<file path="src/rtl/rvdec_pkg.sv">
package rvdec_pkg;

    localparam int unsigned ILEN      = 32;
    localparam int unsigned RADDR_W   = 5;
    localparam int unsigned FUNCT3_W  = 3;
    localparam int unsigned ALUOP_W   = FUNCT3_W + 1;
    localparam int unsigned OPC_W     = 7;
    localparam int unsigned IMM_RAW_W = 12;

    localparam logic [OPC_W-1:0] OPC_LOAD  = 7'b0000011;
    localparam logic [OPC_W-1:0] OPC_STORE = 7'b0100011;

    // opcode bit separating register and immediate forms
    localparam int unsigned OPC_REGSEL_BIT = 5;
    // instruction bit that flags subtract in register-register words
    localparam int unsigned SUB_FLAG_BIT   = 30;

    typedef struct packed {
        logic [ALUOP_W-1:0] alu_op;
        logic               src_reg;
        logic               rf_we;
        logic               ld;
        logic               st;
    } ctrl_t;

    typedef struct packed {
        logic [RADDR_W-1:0] rs1;
        logic [RADDR_W-1:0] rs2;
        logic [RADDR_W-1:0] rd;
    } regs_t;

endpackage

</file>
<file path="src/rtl/rvdec_ctrl.sv">
module rvdec_ctrl
    import rvdec_pkg::*;
(
    input  logic [OPC_W-1:0]    opcode_i,
    input  logic [FUNCT3_W-1:0] funct3_i,
    input  logic                sub_flag_i,
    output ctrl_t               ctrl_o
);

    logic is_ld;
    logic is_st;
    logic sub_ok;

    always_comb begin
        is_ld  = (opcode_i == OPC_LOAD);
        is_st  = (opcode_i == OPC_STORE);
        sub_ok = sub_flag_i & opcode_i[OPC_REGSEL_BIT];

        ctrl_o.ld      = is_ld;
        ctrl_o.st      = is_st;
        ctrl_o.src_reg = opcode_i[OPC_REGSEL_BIT] & ~is_st;
        ctrl_o.rf_we   = ~is_st;
        if (is_ld | is_st) begin
            ctrl_o.alu_op = '0;
        end else begin
            ctrl_o.alu_op = {sub_ok, funct3_i};
        end
    end


    always_comb begin
        ld_st_onehot_chk: assert (!(is_ld && is_st));
    end

endmodule

</file>
<file path="src/rtl/rvdec_fields.sv">
module rvdec_fields
    import rvdec_pkg::*;
#(
    parameter int unsigned XLEN = 32
) (
    input  logic [ILEN-16:0]    upper_i,   // instruction bits 31:15
    input  logic [RADDR_W-1:0]  low5_i,    // instruction bits 11:7
    input  logic                store_i,
    output regs_t               regs_o,
    output logic [XLEN-1:0]     imm_o
);

    localparam int unsigned EXT_W = XLEN - IMM_RAW_W;

    logic [IMM_RAW_W-1:0] raw_i_form;
    logic [IMM_RAW_W-1:0] raw_s_form;
    logic [IMM_RAW_W-1:0] raw_sel;

    always_comb begin
        regs_o.rs1 = upper_i[4:0];
        regs_o.rs2 = upper_i[9:5];
        regs_o.rd  = low5_i;

        raw_i_form = upper_i[16:5];
        raw_s_form = {upper_i[16:10], low5_i};
        raw_sel    = store_i ? raw_s_form : raw_i_form;
    end

    generate
        if (EXT_W > 0) begin : g_ext
            assign imm_o = {{EXT_W{raw_sel[IMM_RAW_W-1]}}, raw_sel};
        end else begin : g_noext
            assign imm_o = raw_sel[XLEN-1:0];
        end
    endgenerate


    always_comb begin
        imm_sign_chk: assert (imm_o[XLEN-1] == upper_i[16]);
    end

endmodule

</file>
<file path="src/rtl/rvdec_top.sv">
module rvdec_top
    import rvdec_pkg::*;
#(
    parameter int unsigned XLEN = 32
) (
    input  logic                clk_i,
    input  logic                rst_ni,
    input  logic [ILEN-1:0]     instr_i,
    output logic [RADDR_W-1:0]  rs1_o,
    output logic [RADDR_W-1:0]  rs2_o,
    output logic [RADDR_W-1:0]  rd_o,
    output logic [ALUOP_W-1:0]  alu_op_o,
    output logic                alu_src_reg_o,
    output logic                rf_we_o,
    output logic                load_o,
    output logic                store_o,
    output logic [XLEN-1:0]     imm_o
);

    typedef struct packed {
        ctrl_t           ctrl;
        regs_t           regs;
        logic [XLEN-1:0] imm;
    } stage_t;

    ctrl_t           ctrl_w;
    regs_t           regs_w;
    logic [XLEN-1:0] imm_w;
    stage_t          stage_d;
    stage_t          stage_q;

    rvdec_ctrl u_ctrl (
        .opcode_i   (instr_i[OPC_W-1:0]),
        .funct3_i   (instr_i[14:12]),
        .sub_flag_i (instr_i[SUB_FLAG_BIT]),
        .ctrl_o     (ctrl_w)
    );

    rvdec_fields #(.XLEN(XLEN)) u_fields (
        .upper_i (instr_i[ILEN-1:15]),
        .low5_i  (instr_i[11:7]),
        .store_i (ctrl_w.st),
        .regs_o  (regs_w),
        .imm_o   (imm_w)
    );

    always_comb begin
        stage_d.ctrl = ctrl_w;
        stage_d.regs = regs_w;
        stage_d.imm  = imm_w;
    end

    always_ff @(posedge clk_i or negedge rst_ni) begin
        if (!rst_ni) begin
            stage_q <= '0;
        end else begin
            stage_q <= stage_d;
        end
    end

    assign rs1_o         = stage_q.regs.rs1;
    assign rs2_o         = stage_q.regs.rs2;
    assign rd_o          = stage_q.regs.rd;
    assign alu_op_o      = stage_q.ctrl.alu_op;
    assign alu_src_reg_o = stage_q.ctrl.src_reg;
    assign rf_we_o       = stage_q.ctrl.rf_we;
    assign load_o        = stage_q.ctrl.ld;
    assign store_o       = stage_q.ctrl.st;
    assign imm_o         = stage_q.imm;

    // cycles-since-reset marker for the checks below
    logic seen_q;
    always_ff @(posedge clk_i or negedge rst_ni) begin
        if (!rst_ni) seen_q <= 1'b0;
        else         seen_q <= 1'b1;
    end


    addr_add_chk: assert property (@(posedge clk_i) disable iff (!rst_ni)
        (load_o || store_o) |-> (alu_op_o == '0));


    store_nowrite_chk: assert property (@(posedge clk_i) disable iff (!rst_ni)
        store_o |-> !rf_we_o);


    store_immsrc_chk: assert property (@(posedge clk_i) disable iff (!rst_ni)
        store_o |-> !alu_src_reg_o);


    imm_nosub_chk: assert property (@(posedge clk_i) disable iff (!rst_ni)
        (seen_q && !$past(instr_i[OPC_REGSEL_BIT])) |-> !alu_op_o[ALUOP_W-1]);


    store_offs_chk: assert property (@(posedge clk_i) disable iff (!rst_ni)
        (seen_q && store_o) |-> (imm_o[4:0] == $past(instr_i[11:7])));


    rs1_pos_chk: assert property (@(posedge clk_i) disable iff (!rst_ni)
        seen_q |-> (rs1_o == $past(instr_i[19:15])));

endmodule

</file>
<file path="config.mk">
export PLATFORM = sky130hd
export DESIGN_NAME = rvdec_top
export DESIGN_NICKNAME = d
export VERILOG_FILES = /design/src/rtl/rvdec_pkg.sv /design/src/rtl/rvdec_ctrl.sv /design/src/rtl/rvdec_fields.sv /design/src/rtl/rvdec_top.sv
export SDC_FILE = /design/constraint.sdc
export NUM_CORES = 1
export LEC_CHECK = 0
export BUFFER_PORTS_ARGS = -buffer_cell sky130_fd_sc_hd__buf_2
export CAP_MARGIN = 15
export CORE_ASPECT_RATIO = 0.9
export CORE_MARGIN = 2
export CORE_UTILIZATION = 25
export CTS_CLUSTER_SIZE = 28
export DETAILED_ROUTE_END_ITERATION = 12
export GPL_TIMING_DRIVEN = 0
export PLACE_DENSITY_LB_ADDON = 0.08
export SYNTH_ARGS = -nofsm -noshare
export SYNTH_HDL_FRONTEND = slang
export SYNTH_HIERARCHICAL = 1
export SYNTH_SLANG_ARGS = --single-unit
export TNS_END_PERCENT = 50
</file>
<file path="constraint.sdc">
create_clock -name clk_i -period 0.8 [get_ports clk_i]
set_input_delay 0.16 -clock clk_i [delete_from_list [all_inputs] [get_ports clk_i]]
set_output_delay 0.16 -clock clk_i [all_outputs]
set_load 0.03 [all_outputs]
</file>
==> results.md <==
* Outcome: finished with violations
* Failing checks: negative hold slack, negative setup slack
* CP cell instances: buf_6
* Pwr Total at 5.68 mW
* RD Place Congestion at 0.683
* CP Launch Type: flip-flop
* Yosys reg bits at 55
* Multi-input logic area at 161 µm²
* Least-Margin Pin Slew at 0.675 ns
* Vias in the first global route at 1228
* Post-route ant nets at 0
* Clock transition at path regs at 0.09 ns
* Max Cap Viol at 0
* Syn nets at 149
* Post-synthesis xor/xnor area fraction at 0
* Post-synthesis cell count at 115
* Synth cell types at 11
* Final setup vio count at 60
* GRT overflow at 0
* Largest net degree at the start of global routing at 56
* Share of synthesized area spent on multiplexers at 0.0306
* Final Cycle Share at 1.23
* Tot GR Track Use at 0.0944
* Layout cell share with drive strength beyond 1 at 0.628
* Hold Path Class: in -> async
* Min Tclk post-route at 0.988 ns
* WL per Instance at 11.1 µm
* Power per cell area at 1900 mW/mm²
* Die ar. at 0.00807 mm²
* Main combinational cell family by area after synthesis: buffers and inverters
* DIE WIDTH at 94.5 µm
* Setup TNS at -10.35 ns
* Inserted Clock Buffers at 5
* CP Data Arrival Time at 0.83 ns
* CP Capture Type: output pin
* Initial antenna violation count at 0
* Router iterations before antenna repair at 2
* Sink Count at 55
* Post-Synth Simple-Gate Area at 0.0238
* Nets at 249
* Fillers at 671
* Root Driver: clkbuf_8
* Worst path max stage delay at 0.39 ns
* Worst path bufs/invs at 1
* Place WS at -0.608 ns
* Hold_buf cts at 16
* Initial DRC count at 12
* Post-DP Area at 0.00237 mm²
* CP top delay family: flip-flops
* Core footprint at 0.00711 mm²
* Hold_ws at -0.105 ns
* Proportion of synthesized chip area in sequential cells at 0.747
* CTS tree: yes
* Via count at 1119
* Antenna cell count at 0
* Unrepaired setup endpoints after global routing: true
* First-pass GRT wire length at 5750 µm
* Max Slew Vio Count at 0
* Area Growth Syn to Fin at 62.2%
* H-tree lvl count at 2
* Pleak at 1.47 nW
* Final Cell Area at 0.00299 mm²
* Final worst slack at -0.188 ns
* Avg Cell Area, Syn at 16.0 µm²
* Starting Density at 0.259
* Sequential Area at 0.00138 mm²
* Hold Fails Final Rpt at 55
* Adder-cell area share of the yosys netlist at 0
* Num rows at 29
* Max VDD drop at 714 µV
* # port buffers at 77
* Compound-cell area share of the yosys netlist at 0.0190
* Slowest cell on crit path: dfrtp_1
* Max Freq at 1010 MHz
* Crit Path Class: reg -> out
* Top Ports at 89
* CTS max path bufs at 2
* CP required at 0.64 ns
* Die Ht at 85.4 µm
* Largest fanout on the critical path at 1
* Syn. warnings at 6
* Final WL at 3430 µm
* Routed vias/inst at 3.63
* Worst rel slew slack at 0.550
* Synth Cell Area at 0.00184 mm²
* DRC Markers at 0
## how the worst max path moves through the flow
| stage | startpoint | to | slack [ns] | depth (start not counted) |
|---|---|---|---|---|
| floorplan | instr_i[4] | imm_o[0] | -0.41 | 4 |
| global placement | instr_i[3] | imm_o[3] | -0.60 | 5 |
| detailed placement | instr_i[3] | imm_o[1] | -0.61 | 5 |
| CTS | alu_op_o[3] | alu_op_o[3] | -0.22 | 1 |
| global route | alu_op_o[3] | alu_op_o[3] | -0.24 | 1 |
| finish | imm_o[13] | imm_o[13] | -0.19 | 1 |
## cell usage in the layout, fill, tap and decap left out, drive strengths merged
master,n
and4bb,1
nand2,1
dfrtp,55
clkbuf,6
bufinv,1
mux2,5
a21boi,4
dlymetal6s4s,1
buf,121
nand3,1
and3,1
and3b,1
dlygate4sd3,15
a21oi,1
nor2,1
## registers in the layout, indices dropped and copies added (netlist names)
register and count:
alu_op_o 4, alu_src_reg_o 1, imm_o 32, load_o 1, rd_o 5, rf_we_o 1, rs1_o 5, rs2_o 5
store_o 1
## logic make-up (layout without fill, tap and decap cells)
group | after synthesis | count (layout)
flops | 55 | 55
buf+inv | 44 | 144
simple gates | 6 | 6
mux | 5 | 5
compound gates | 5 | 5
## cell usage after synthesis, drive strengths merged
library cell,count,area share
dfrtp,55,0.75
nand3,1,0.0027
nand2,1,0.0020
nor2,1,0.0020
a21boi,4,0.016
and4bb,1,0.0088
and3,1,0.0034
mux2,5,0.031
and3b,1,0.0048
buf,44,0.18
a21oi,1,0.0027
## stage by stage
stage | cells | util
detailed placement | 285 | 0.333
floorplan | 115 | -
CTS | 308 | 0.420
global placement | 285 | 0.333
global route | 308 | 0.420
finish | 308 | 0.420
## what timing repair did
item	CTS	global route
resized for setup	113	1
endpoints found under the hold margin	86	55
buffers inserted	1	0
setup endpoints to repair	115	76
pin swaps	1	0
## cell type report
class / instances / share of cell area
sequential: 55 / 0.461
timing repair buffer: 94 / 0.304
buffer: 43 / 0.108
multi-input combinational: 16 / 0.0540
tap: 93 / 0.0389
clock buffer: 6 / 0.0243
clock inverter: 1 / 0.0101
## per-layer routing
layer	vias up	track usage	wire, µm	part of all wire
met1	539	0.102	1210	0.35
met4	0	0.0435	43	0.013
met2	60	0.156	1780	0.52
met5	-	0	0	0
met3	5	0.0453	402	0.12
li1	515	-	-	-
## report_power, final
group	internal (mW)	switching, mW	leakage [nW]
sequential	2.91	0.0636	0.644
clock	0.918	0.803	0.0513
combinational	0.506	0.472	0.777
(Power assumes the default switching activity.)
